**src/rtl/conv_enc_pkg.sv**
```systemverilog
package conv_enc_pkg;

   localparam int CONSTRAINT = 7;
   localparam int MEM_W      = CONSTRAINT - 1;
   localparam int MAX_PERIOD = 7;
   localparam int PHASE_W    = $clog2(MAX_PERIOD + 1);

   localparam logic [CONSTRAINT-1:0] POLY_A = 7'o171;
   localparam logic [CONSTRAINT-1:0] POLY_B = 7'o133;
   localparam logic [CONSTRAINT-1:0] POLY_C = 7'o165;

   localparam logic [2:0] RATE_HALF  = 3'd0;
   localparam logic [2:0] RATE_THIRD = 3'd1;
   localparam logic [2:0] RATE_2_3   = 3'd2;
   localparam logic [2:0] RATE_3_4   = 3'd3;
   localparam logic [2:0] RATE_5_6   = 3'd4;
   localparam logic [2:0] RATE_7_8   = 3'd5;

   typedef struct packed {
      logic [2:0] bits;
      logic [1:0] cnt;
   } coded_t;

   function automatic logic is_punctured(input logic [2:0] r);
      return (r >= RATE_2_3) && (r <= RATE_7_8);
   endfunction

   function automatic logic [PHASE_W-1:0] period_of(input logic [2:0] r);
      case (r)
         RATE_2_3: return PHASE_W'(2);
         RATE_3_4: return PHASE_W'(3);
         RATE_5_6: return PHASE_W'(5);
         RATE_7_8: return PHASE_W'(7);
         default:  return PHASE_W'(1);
      endcase
   endfunction

   // bit i of the mask = keep decision at phase i
   function automatic logic [MAX_PERIOD-1:0] keep_a_of(input logic [2:0] r);
      case (r)
         RATE_2_3: return 7'b0000001;
         RATE_3_4: return 7'b0000101;
         RATE_5_6: return 7'b0010101;
         RATE_7_8: return 7'b1010001;
         default:  return '1;
      endcase
   endfunction

   function automatic logic [MAX_PERIOD-1:0] keep_b_of(input logic [2:0] r);
      case (r)
         RATE_2_3: return 7'b0000011;
         RATE_3_4: return 7'b0000011;
         RATE_5_6: return 7'b0001011;
         RATE_7_8: return 7'b0101111;
         default:  return '1;
      endcase
   endfunction

endpackage

```
**src/rtl/conv_byte_feed.sv**
```systemverilog
module conv_byte_feed #(
   parameter int BYTE_W = 8
) (
   input  logic              clk,
   input  logic              rst,
   input  logic              in_valid,
   input  logic [BYTE_W-1:0] in_data,
   output logic              in_ready,
   output logic              step,
   output logic              bit_out
);
   localparam int LEFT_W = $clog2(BYTE_W);

   logic [BYTE_W-2:0] hold;
   logic [LEFT_W-1:0] left;
   logic              accept;

   assign in_ready = (left == '0);
   assign accept   = in_valid && in_ready;
   assign step     = accept || (left != '0);
   assign bit_out  = accept ? in_data[BYTE_W-1] : hold[BYTE_W-2];

   always_ff @(posedge clk) begin
      if (rst) begin
         hold <= '0;
         left <= '0;
      end else if (accept) begin
         hold <= in_data[BYTE_W-2:0];
         left <= LEFT_W'(BYTE_W - 1);
      end else if (left != '0) begin
         hold <= {hold[BYTE_W-3:0], 1'b0};
         left <= left - 1'b1;
      end
   end

   assert_busy_after_accept_R10: assert property (@(posedge clk) disable iff (rst)
      (in_valid && in_ready) |=> !in_ready);
   assert_ready_after_last_R10: assert property (@(posedge clk) disable iff (rst)
      (left == LEFT_W'(1)) |=> in_ready);
   assert_fed_while_busy_R10: assert property (@(posedge clk) disable iff (rst)
      !in_ready |-> step);

endmodule

```
**src/rtl/conv_trellis_gen.sv**
```systemverilog
module conv_trellis_gen
   import conv_enc_pkg::*;
(
   input  logic       clk,
   input  logic       rst,
   input  logic [2:0] rate,
   input  logic       step,
   input  logic       bit_in,
   output coded_t     coded
);
   logic [MEM_W-1:0]      sr;
   logic [PHASE_W-1:0]    phase;
   logic [CONSTRAINT-1:0] win;
   logic [PHASE_W-1:0]    period;
   logic                  pa, pb, pc, ka, kb;

   assign win    = {bit_in, sr};
   assign pa     = ^(win & POLY_A);
   assign pb     = ^(win & POLY_B);
   assign pc     = ^(win & POLY_C);
   assign period = period_of(rate);
   assign ka     = keep_a_of(rate)[phase];
   assign kb     = keep_b_of(rate)[phase];

   always_comb begin
      if (rate == RATE_THIRD) begin
         coded.bits = {pc, pb, pa};
         coded.cnt  = 2'd3;
      end else if (is_punctured(rate)) begin
         if (ka && kb) begin
            coded.bits = {1'b0, pb, pa};
            coded.cnt  = 2'd2;
         end else if (ka) begin
            coded.bits = {2'b00, pa};
            coded.cnt  = 2'd1;
         end else begin
            coded.bits = {2'b00, pb};
            coded.cnt  = 2'd1;
         end
      end else begin
         coded.bits = {1'b0, pb, pa};
         coded.cnt  = 2'd2;
      end
   end

   always_ff @(posedge clk) begin
      if (rst) begin
         sr    <= '0;
         phase <= '0;
      end else if (step) begin
         sr <= {bit_in, sr[MEM_W-1:1]};
         if (is_punctured(rate))
            phase <= (phase == period - 1'b1) ? '0 : phase + 1'b1;
      end
   end

   assert_phase_in_range_R4: assert property (@(posedge clk) disable iff (rst)
      phase < period);
   assert_punct_keeps_bits_R5: assert property (@(posedge clk) disable iff (rst)
      (step && is_punctured(rate)) |-> (coded.cnt != 2'd0 && coded.cnt != 2'd3));
   assert_hold_when_idle_R9: assert property (@(posedge clk) disable iff (rst)
      !step |=> ($stable(sr) && $stable(phase)));

endmodule

```
**src/rtl/conv_word_packer.sv**
```systemverilog
module conv_word_packer
   import conv_enc_pkg::*;
#(
   parameter int OUT_W = 8
) (
   input  logic             clk,
   input  logic             rst,
   input  logic             step,
   input  coded_t           coded,
   output logic             out_valid,
   output logic [OUT_W-1:0] out_data
);
   localparam int WIDE  = OUT_W + 3;
   localparam int CNT_W = $clog2(WIDE + 1);

   generate
      if (OUT_W < 3 || OUT_W > 64) begin : g_bad_width
         $error("conv_word_packer: OUT_W must lie in 3..64");
      end
   endgenerate

   logic [OUT_W-1:0] acc;
   logic [CNT_W-1:0] fill;
   logic [WIDE-1:0]  wide;
   logic [CNT_W-1:0] total;
   logic             full;

   assign wide  = WIDE'(acc) | (WIDE'(coded.bits) << fill);
   assign total = fill + CNT_W'(coded.cnt);
   assign full  = total >= CNT_W'(OUT_W);

   always_ff @(posedge clk) begin
      if (rst) begin
         acc       <= '0;
         fill      <= '0;
         out_valid <= 1'b0;
         out_data  <= '0;
      end else begin
         out_valid <= 1'b0;
         if (step) begin
            if (full) begin
               out_data  <= wide[OUT_W-1:0];
               acc       <= OUT_W'(wide >> OUT_W);
               fill      <= total - CNT_W'(OUT_W);
               out_valid <= 1'b1;
            end else begin
               acc  <= wide[OUT_W-1:0];
               fill <= total;
            end
         end
      end
   end

   assert_fill_below_word_R8: assert property (@(posedge clk) disable iff (rst)
      fill < CNT_W'(OUT_W));
   assert_valid_needs_step_R8: assert property (@(posedge clk) disable iff (rst)
      out_valid |-> $past(step));
   assert_idle_no_word_R9: assert property (@(posedge clk) disable iff (rst)
      !step |=> !out_valid);

endmodule

```
**src/rtl/conv_punct_encoder.sv**
```systemverilog
module conv_punct_encoder
   import conv_enc_pkg::*;
#(
   parameter int OUT_W     = 8,
   parameter bit BYTE_MODE = 1'b0,
   localparam int IN_W     = BYTE_MODE ? 8 : 1
) (
   input  logic             clk,
   input  logic             rst,
   input  logic [2:0]       rate_sel,
   input  logic             in_valid,
   input  logic [IN_W-1:0]  in_data,
   output logic             in_ready,
   output logic             out_valid,
   output logic [OUT_W-1:0] out_data
);
   logic   step;
   logic   bit_in;
   coded_t coded;

   generate
      if (BYTE_MODE) begin : g_byte
         conv_byte_feed #(.BYTE_W(IN_W)) u_feed (
            .clk      (clk),
            .rst      (rst),
            .in_valid (in_valid),
            .in_data  (in_data),
            .in_ready (in_ready),
            .step     (step),
            .bit_out  (bit_in)
         );
      end else begin : g_serial
         assign in_ready = 1'b1;
         assign step     = in_valid;
         assign bit_in   = in_data[0];
      end
   endgenerate

   conv_trellis_gen u_gen (
      .clk    (clk),
      .rst    (rst),
      .rate   (rate_sel),
      .step   (step),
      .bit_in (bit_in),
      .coded  (coded)
   );

   conv_word_packer #(.OUT_W(OUT_W)) u_pack (
      .clk       (clk),
      .rst       (rst),
      .step      (step),
      .coded     (coded),
      .out_valid (out_valid),
      .out_data  (out_data)
   );

   assert_rate_static_R1: assert property (@(posedge clk) disable iff (rst)
      $stable(rate_sel));

endmodule

```
**config.mk**
```make
export PLATFORM = sky130hd
export DESIGN_NAME = conv_punct_encoder
export DESIGN_NICKNAME = d
export VERILOG_FILES = /design/src/rtl/conv_enc_pkg.sv /design/src/rtl/conv_byte_feed.sv /design/src/rtl/conv_trellis_gen.sv /design/src/rtl/conv_word_packer.sv /design/src/rtl/conv_punct_encoder.sv
export SDC_FILE = /design/constraint.sdc
export NUM_CORES = 1
export LEC_CHECK = 0
export BUFFER_PORTS_ARGS = -buffer_cell sky130_fd_sc_hd__buf_2
export CAP_MARGIN = 20
export CORE_MARGIN = 2
export CORE_UTILIZATION = 50
export CTS_BUF_LIST = sky130_fd_sc_hd__clkbuf_16
export CTS_CLUSTER_SIZE = 30
export DETAILED_ROUTE_END_ITERATION = 8
export GPL_TIMING_DRIVEN = 0
export PLACE_DENSITY = 0.74
export SLEW_MARGIN = 0
export SYNTH_ARGS = -nofsm -noshare
export SYNTH_HDL_FRONTEND = slang
export SYNTH_SLANG_ARGS = --single-unit
```
**constraint.sdc**
```tcl
create_clock -name clk -period 3.7 [get_ports clk]
set_clock_uncertainty 0.05 [all_clocks]
set_input_delay 0.555 -clock clk [delete_from_list [all_inputs] [get_ports clk]]
set_output_delay 0.555 -clock clk [all_outputs]
set_load 0.01 [all_outputs]
```
======== Word level (Yosys, flattened, before mapping) ========
Index checks and enable logic that the tools add are counted.
storage, ports and cells
  flip-flop bits (word level) ............. 30
  latch bits .............................. 0
  bits in writable memories ............... 0
  bits in read-only memories .............. 0
  input bits .............................. 7
  output and inout port bits .............. 10
  logic and storage cells ................. 47
  memories kept ........................... 0
operators by class
  add/subtract/negate cells ............... 4
  multipliers ............................. 0
  divide/modulo/power cells ............... 0
  order comparisons ....................... 4
  equality and inequality tests ........... 6
  shifts and indexed selects .............. 1
  muxes and demuxes ....................... 15
  bitwise logic cells ..................... 2
  reductions and logical operators ........ 9
operators with widths
  operator             number
  $pmux 7 s4           1
  $pmux 7 s3           1
  $reduce_xor 7->1     3
  $mux 5               3
  $pmux 3 s4           1
  $or 8x11->11         1
  $shl 3x4->11         1
  $mux 8               1
  $bmux 1 s3           2
  $eq 3x2->1 const B   2
  $eq 3x3->1 const B   2
  $mux 3               2
  $add 4x2->4          1
  $ge 4x4->1 const B   1
  $lt 3x4->1 const B   1
  $mux 4               1
  $reduce_and 2->1     2
  $reduce_or 2->1      2
  $sub 4x4->4 const B  1
  $add 3x1->3 const B  1
  $eq 3x1->1 const B   1
  $eq 3x3->1           1
  $ge 3x2->1 const B   1
  $le 3x3->1 const B   1
  4 further kinds      7

======== Depth between registers and ports, before layout ========
Gate-level depths: netlist (run 1).
  word-level depth ........................ 12
  depth in mapped cells ................... 12

======== By module ========
A second synthesis (run 1) with hierarchy kept.
second synthesis, totals
  cells, all modules ...................... 190
  area total of the unflattened synthesis .. 1702.9 um2
modules (own cells, without submodules)
  module              instances  cells an instance  area an instance (um2)
  conv_word_packer    1          116                1053.5
  conv_trellis_gen    1          72                 638.1
  conv_punct_encoder  1          2                  11.3

======== Least setup slack after synthesis (run 1) ========
Ideal clock, no wire load.
  path kind ............................... in2reg
  from .................................... in rate_sel[2]
  to ...................................... reg u_pack.acc[0]
  data arrival time ....................... 2573 ps
  required time ........................... 3534 ps
  setup slack ............................. 961 ps
  stages .................................. 10
  path buffers ............................ 1
  cell sequence ........................... buf_4 > or3b_2 > nand2_1 > ha_1 > a21oi_1 > o21a_1 > o21ai_0 > nor3_1 > a32o_1 > a31o_2
on the way
  word-level cells in the longest chain between the ends .. 12
  elaborated cells on any way between the ends .. 25
  classes of those cells .................. add/sub (1); order compare (3); eq/ne (5); shift (1); mux (11); bitwise (1); reduce/logical (3)
ends and longest elaborated chain
  what                                                line                                            RTL
  from (decl)                                         conv_punct_encoder.sv:10                        input logic [2:0] rate_sel,
  $eq 3x2->1                                          conv_enc_pkg.sv:40, conv_enc_pkg.sv:50
  $reduce_or 2->1 (no line)                           --
  $pmux 7 s3                                          conv_enc_pkg.sv:50                              case (r)
  $bmux 1 s3                                          conv_trellis_gen.sv:23                          assign kb = keep_b_of(rate)[phase];
  $mux 1 (implied by the code)                        conv_trellis_gen.sv:23
  $logic_and 1x1->1                                   conv_trellis_gen.sv:30                          if (ka && kb) begin
  $mux 5                                              conv_trellis_gen.sv:30
  $mux 5                                              conv_trellis_gen.sv:29                          end else if (is_punctured(rate)) begin
  $mux 5 (*)                                          conv_trellis_gen.sv:26                          if (rate == RATE_THIRD) begin
  $add 4x2->4 / $shl 3x4->11 (equally long branches)  conv_word_packer.sv:29, conv_word_packer.sv:28
  $ge 4x4->1 / $or 8x11->11 (equally long branches)   conv_word_packer.sv:30, conv_word_packer.sv:28
  $mux 8 (*)                                          conv_word_packer.sv:41                          if (full) begin
  to (signal assigned)                                conv_word_packer.sv:43                          acc <= OUT_W'(wide >> OUT_W);
  to (signal assigned)                                conv_word_packer.sv:47                          acc <= wide[OUT_W-1:0];
  to (decl)                                           conv_word_packer.sv:22                          logic [OUT_W-1:0] acc;
Every way passes the cells marked *; elsewhere a longest branch is shown, timed or not. The select of a mux whose other input is x is not followed.
A chain may end at the register's enable or synchronous reset.

======== Worst setup path in the final report (run 1) ========
  from .................................... reg u_gen.phase[2]
  to ...................................... reg u_pack.acc[0]
on the way
  word-level cells in the longest chain between the ends .. 9
  elaborated cells on any way between the ends .. 14
  classes of those cells .................. add/sub (1); order compare (1); shift (1); mux (9); bitwise (1); reduce/logical (1)
ends and longest elaborated chain
  what                                                line                                            RTL
  from (decl)                                         conv_trellis_gen.sv:12                          logic [PHASE_W-1:0] phase;
  from (signal assigned)                              conv_trellis_gen.sv:53                          phase <= (phase == period - 1'b1) ? '0 : phase + 1'b1;
  $bmux 1 s3, on equally long branches                conv_trellis_gen.sv:22, conv_trellis_gen.sv:23
  $mux 1, on equally long branches                    conv_trellis_gen.sv:22, conv_trellis_gen.sv:23
  $logic_and 1x1->1 / $mux 3 (equally long branches)  conv_trellis_gen.sv:30, conv_trellis_gen.sv:33
  $mux 5 (*)                                          conv_trellis_gen.sv:30
  $mux 5 (*)                                          conv_trellis_gen.sv:29
  $mux 5 (*)                                          conv_trellis_gen.sv:26
  $add 4x2->4 / $shl 3x4->11 (equally long branches)  conv_word_packer.sv:29, conv_word_packer.sv:28
  $ge 4x4->1 / $or 8x11->11 (equally long branches)   conv_word_packer.sv:30, conv_word_packer.sv:28
  $mux 8 (*)                                          conv_word_packer.sv:41
Marked as above.

==> flow_metrics.tcl, run 1 <==
set metrics [dict create \
    status "complete, no violations" \
    setup_tns_ns 0 \
    cts_buffers 5 \
    dieHeight_um 61.08 \
    area.growth.synth_to_final_pct 15.67 \
    wl_per_cell_um 13.81 \
    path_cells "buf_2 > o31ai_1 > nand2_1 > ha_1 > a21oi_1 > o21a_1 > o21ai_0 > nor3_1 > a32o_1 > a31o_2" \
    crit_type "reg -> reg" \
    synth_top_area_share 0.3687 \
    final_net_count 204 \
    timing.final.crit_share 0.8300 \
    gr-usage-all-layers 0.2063 \
    tightest_slew_ns 0.7487 \
    place_inst 230 \
    ys_seq_area_frac 0.3687 \
    synth_area_sq_um 1629 \
    finalHoldViolCount 0 \
    ys_types 52 \
    dieWidth_um 61.08 \
    portBuffers 13 \
    grt_max_degree 11 \
    cts_hold_buffers 0 \
    ys_ff_latch 30 \
    period_needed_ns 3.071 \
    hp-class "reg -> reg" \
    yosysWarnings 0 \
    cpLargestDelayFamily "compound AO/OA/AOI/OAI gates" \
    rsz0062_at_grt "false" \
    powerDensity_nw_per_um2 441.7 \
    cts_setup_buffers 0 \
    avgSynthCellArea_sq_um 9.417 \
    slew_headroom 0.4966 \
    htreeDepth 2 \
    cp_slowest_cell "o31ai_1" \
    cts_root_buf "clkbuf_16" \
    final-setup-viol-count 0 \
    crit_fanout 9 \
    grt_pass1_vias 1266 \
    num_rows 20 \
    cts_resized 0 \
    worstPathRequired_ns 3.87 \
    critPathLaunchType "register" \
    async_flop_share 0 \
    via_count 1316 \
    crit_buf_inv 1 \
    cts.path.max_buffers 2 \
    core-area_sq_um 3078 \
    clk_latency_ns 0.27 \
    clk_pin_slew_ns 0.05 \
    viasPerCell 5.553 \
    synth_edf_count 0 \
    crit_arrival_ns 3.24 \
    hpwl_um 2347 \
    gp_congestion 0.8114 \
    cpPeakStageDelay_ns 0.67 \
    synth_area_leaders "dfxtp_1 (37%), mux2i_1 (10%), nor2_1 (4.8%)" \
    drv_slew 0 \
    yosysTopAreaCell "dfxtp_1" \
    fin_cells 237 \
    yosysMostFrequentCell "dfxtp_1" \
    totalWireLength_um 3272 \
    dr.pass1.iters 5 \
    end_kind "register" \
    start_util 0.5293 \
    ys.flop_type "dfxtp_1" \
    syn_nets 184 \
    grt_overflow 0 \
    fmax_ghz 0.3256 \
    cts_tree "yes" \
    grt_pass1_wl_um 5589 \
    ys_top_cells_by_count "dfxtp_1 (30), nor2_1 (21), mux2i_1 (17)" \
    io_pins 17 \
    n_antenna_cell 0 \
    drc 0 \
    layout-drive-gt1-share 0.1969 \
    antenna_found_initial 0 \
    drtAntennaViolNets 0 \
    ir_worst_vdd_v 0.0003357 \
    design.die.area_sq_um 3731 \
    postSynthCellCount 173 \
    cts_sinks 30 \
    leakagePower_uw 0.0008398 \
    maxCapViolCount 0 \
    drt_iter0_drc 39 \
]
-- logic make-up (layout without fill, tap and decap cells) --
logic type,after synthesis,count (layout),synth area share
compound gates,36,36,0.1659
xor+xnor,10,10,0.07220
fa+ha+maj,4,4,0.03533
buf+inv,15,35,0.05222
flops,30,30,0.3687
mux,17,17,0.1045
other cells,1,1,0.002302
simple gates,60,60,0.1989
-- per-layer routing --
layer | vias to the layer above | share of wire | GRT usage
li1 | 665 | - | -
met1 | 623 | 0.49 | 0.2664
met2 | 21 | 0.47 | 0.3176
met3 | 7 | 0.031 | 0.05462
met4 | 0 | 0.017 | 0.1056
met5 | - | 0 | 0
-- worst paths after layout --
kind	slack, ns	to	startpoint	depth (start not counted)
min	0.41	u_pack.acc[3]	u_pack.acc[3]	1
max reg2reg	0.63	u_pack.acc[0]	u_gen.phase[2]	10
min reg2reg	0.41	u_pack.acc[3]	u_pack.acc[3]	1
max	0.63	u_pack.acc[0]	u_gen.phase[2]	10
-- flip-flops by register name, indices dropped and copies added (netlist names) --
register,cells
u_pack.fill,4
u_gen.sr,6
u_pack.out_valid,1
u_pack.acc,8
u_pack.out_data,8
u_gen.phase,3
-- area by class of cell --
type | count | area, sq um
Buffer | 12 | 73.82
Fill cell | 278 | 1194
Tap cell | 44 | 55.05
Clock inverter | 2 | 10.01
Timing Repair Buffer | 13 | 65.06
Clock buffer | 5 | 125.1
Sequential cell | 30 | 600.6
Inverter | 3 | 11.26
Multi-Input combinational cell | 128 | 943.4
-- stage by stage --
stage                 util  cell area [sq um]  total power (uW)  worst slack, ns  hold WS (ns)
detailed placement  0.5683               1749             457.8           0.6549        0.4077
global placement    0.5683               1749             453.1           0.7308        0.4073
finish              0.6122               1884             832.2           0.6289        0.4127
floorplan                -               1629             434.2           0.9608        0.3816
CTS                 0.6122               1884             835.9           0.6367        0.4187
global route        0.6122               1884             862.8           0.3261        0.4423
-- cells in the final DEF (no fill, tap or decap), types with 2 or more instances in the layout --
cell type  count
a31o_2         2
ha_1           3
xnor2_1        5
a21oi_1        4
clkbuf_1       4
a31oi_1        3
inv_1          3
mux2i_1       17
nand3_1        3
o21a_1         2
o21ai_1        3
dfxtp_1       30
buf_4          3
nor3_1         3
nand2_1       11
a22o_1         4
o21ai_0        5
buf_6          2
o2bb2ai_1      3
nor3b_1        4
nand2b_1       2
nor2_1        21
buf_2         15
xor2_1         2
nor2b_1        4
clkinv_2       2
a32o_1         2
clkbuf_16      5
-- report_power, final --
group	total [uW]	internal [uW]	leakage, uW	switching [uW]
logic	106	47.0	0.000527	59.4
registers	346	336	0.000243	10.8
clock network	379	242	0.0000694	137
total	832	625	0.000840	208
Power figures use the tool's default switching activity.
==> inputs of run 2 (changes only) <==
==> constraint.sdc (replaced) <==
create_clock -name clk -period 2.85 [get_ports clk]
set_clock_uncertainty 0.05 [all_clocks]
set_input_delay 0.4275 -clock clk [delete_from_list [all_inputs] [get_ports clk]]
set_output_delay 0.4275 -clock clk [all_outputs]
set_load 0.01 [all_outputs]
==> run 2 against run 1 <==
Effect of this change: sequential power grew 30%; combinational power grew 34%; critical endpoint unchanged; total power grew 30%; clock power grew 29%; core utilization grew 0.89 points; largest power group unchanged; setup slack lost 0.41 ns; critical path depth is the same; via count grew 0.68%.
==> flow_metrics.tcl, run 2 (synthesized netlist as in run 1, its figures left out) <==
set metrics [dict create \
    period_needed_ns 2.631 \
    drtAntennaViolNets 0 \
    antenna_found_initial 0 \
    dieHeight_um 61.08 \
    final_net_count 205 \
    end_kind "register" \
    placed_cell_area_sq_um 1749 \
    fin_ws_ns 0.2190 \
    finalHoldViolCount 0 \
    timing.final.crit_share 0.9232 \
    worstPathRequired_ns 2.97 \
    rr_startpoint "u_gen.phase[1]" \
    n_antenna_cell 0 \
    p_int_uw 813.0 \
    drc 0 \
    power_frac_clock 0.453 \
    r2r_end "u_pack.acc[0]" \
    num_rows 20 \
    critical_path_depth 10 \
    critPathLaunchType "register" \
    totalWireLength_um 3288 \
    gr-usage-all-layers 0.2063 \
    slew_headroom 0.5597 \
    crit_buf_inv 1 \
    final_util 0.6211 \
    cts_sinks 30 \
    grt_pass1_vias 1266 \
    design.die.area_sq_um 3731 \
    dieWidth_um 61.08 \
    num-fill-cells 276 \
    drv_slew 0 \
    grt_max_degree 11 \
    htreeDepth 2 \
    drt_iter0_drc 52 \
    clk_pin_slew_ns 0.05 \
    crit_fanout 8 \
    grt_overflow 0 \
    comb_power_share 0.131 \
    fmax_ghz 0.3801 \
    final-setup-viol-count 0 \
    power_frac_seq 0.416 \
    cts_hold_buffers 0 \
    core-area_sq_um 3078 \
    start_util 0.5293 \
    p_switching_uw 269.3 \
    final_area_sq_um 1912 \
    pre_cts_ws_ns -0.1951 \
    switching_share 0.2489 \
    viasPerCell 5.567 \
    cts.path.max_buffers 2 \
    portBuffers 13 \
    via_count 1325 \
    worstSetupStartpoint "u_gen.phase[1]" \
    cp_slowest_cell "o21ai_0" \
    path_cells "buf_2 > o31ai_4 > nand2_1 > ha_1 > a21oi_1 > nor3_1 > o21ai_0 > nor3_2 > a32o_1 > a31o_2" \
    leakagePower_uw 0.0008490 \
    crit_arrival_ns 2.75 \
    rsz0062_at_grt "false" \
    r2r_slack_ns 0.22 \
    cts_root_buf "clkbuf_16" \
    hpwl_um 2347 \
    cts_buffers 5 \
    wl_per_cell_um 13.82 \
    grt_pass1_wl_um 5589 \
    reg_top3 "u_pack.acc x8, u_pack.out_data x8, u_gen.sr x6" \
    status "complete, no violations" \
    final_common_cell "dfxtp_1" \
    gp_congestion 0.8114 \
    ir_worst_vdd_v 0.0004376 \
    crit_type "reg -> reg" \
    area.growth.synth_to_final_pct 17.36 \
    final_cell_mix "dfxtp_1 (30), nor2_1 (21), mux2i_1 (17)" \
    fin_cells 238 \
    dr.pass1.iters 4 \
    cp-endpoint "u_pack.acc[0]" \
    powerDensity_nw_per_um2 566.1 \
    setup_tns_ns 0 \
    layout-drive-gt1-share 0.2165 \
    clk_latency_ns 0.28 \
    r2r_cells 10 \
    hp-class "in -> reg" \
    place_inst 230 \
    io_pins 17 \
    cts_tree "yes" \
    cpPeakStageDelay_ns 0.37 \
    maxCapViolCount 0 \
    tightest_slew_ns 0.6604 \
    cpLargestDelayFamily "compound AO/OA/AOI/OAI gates" \
]
-- run 2: changes by cell type in the layout (fill, tap and decap cells not counted) --
| cell | delta |
|---|---|
| o31ai_1 | -1 |
| o31ai_4 | +1 |
| nor3_2 | +1 |
| clkbuf_1 | -1 |
| nor3_1 | -1 |
| clkbuf_2 | +1 |
| buf_4 | +1 |
-- run 2: how the worst min path moves through the flow --
stage | from | end | slack [ns] | cells past startpoint
finish | in_data | u_gen.sr[5] | 0.36 | 3
global route | in_data | u_gen.sr[5] | 0.42 | 3
CTS | in_data | u_gen.sr[5] | 0.36 | 3
detailed placement | u_pack.acc[3] | u_pack.acc[3] | 0.41 | 1
global placement | u_pack.acc[3] | u_pack.acc[3] | 0.41 | 1
floorplan | u_pack.acc[1] | u_pack.acc[1] | 0.38 | 2
-- run 2: cell type report --
type,instances,area (sq um),share of cell area
Multi-Input combinational cell,128,962.2,0.5033
Clock buffer,5,125.1,0.06545
Sequential cell,30,600.6,0.3141
Inverter,3,11.26,0.005890
Clock inverter,2,10.01,0.005236
Tap cell,44,55.05,0.02880
Buffer,12,75.07,0.03927
Timing Repair Buffer,14,72.57,0.03796
-- run 2: power by group through the flow --
stage          registers [uW]  clock network (uW)  logic (uW)
3_5_place_dp              458                   0         136
4_1_cts                   450                 497         139
3_3_place_gp              457                   0         131
6_report                  450                 490         142
2_1_floorplan             454                   0         109
5_1_grt                   453                 513         159
-- run 2: routing by layer --
layer / vias to the layer above / track usage / wire length (um)
met2: 37 / 0.3176 / 1520
met3: 9 / 0.05462 / 184
met1: 610 / 0.2664 / 1520
li1: 669 / - / -
met4: 0 / 0.1056 / 63
met5: - / 0 / 0
-- run 2: repair_timing --
item                       4_1_cts  5_1_grt
pin swaps                        0        1
gates resized for setup          1        4
buffers inserted                 0        1
cloned                           0        0
setup endpoints to repair       12       13
-- run 2: per-stage QoR --
stage                     power, uW  hold WS [ns]
after CTS                      1086        0.3609
after floorplan               563.7        0.3816
final                          1082        0.3610
after detailed placement      594.3        0.4077
after global placement        588.2        0.4073
after global routing           1124        0.4191
-- run 2: worst min-delay path, stage by stage --
cell and delay (ns):
buf_2 0.09, mux2i_1 0.06, nor2_1 0.07
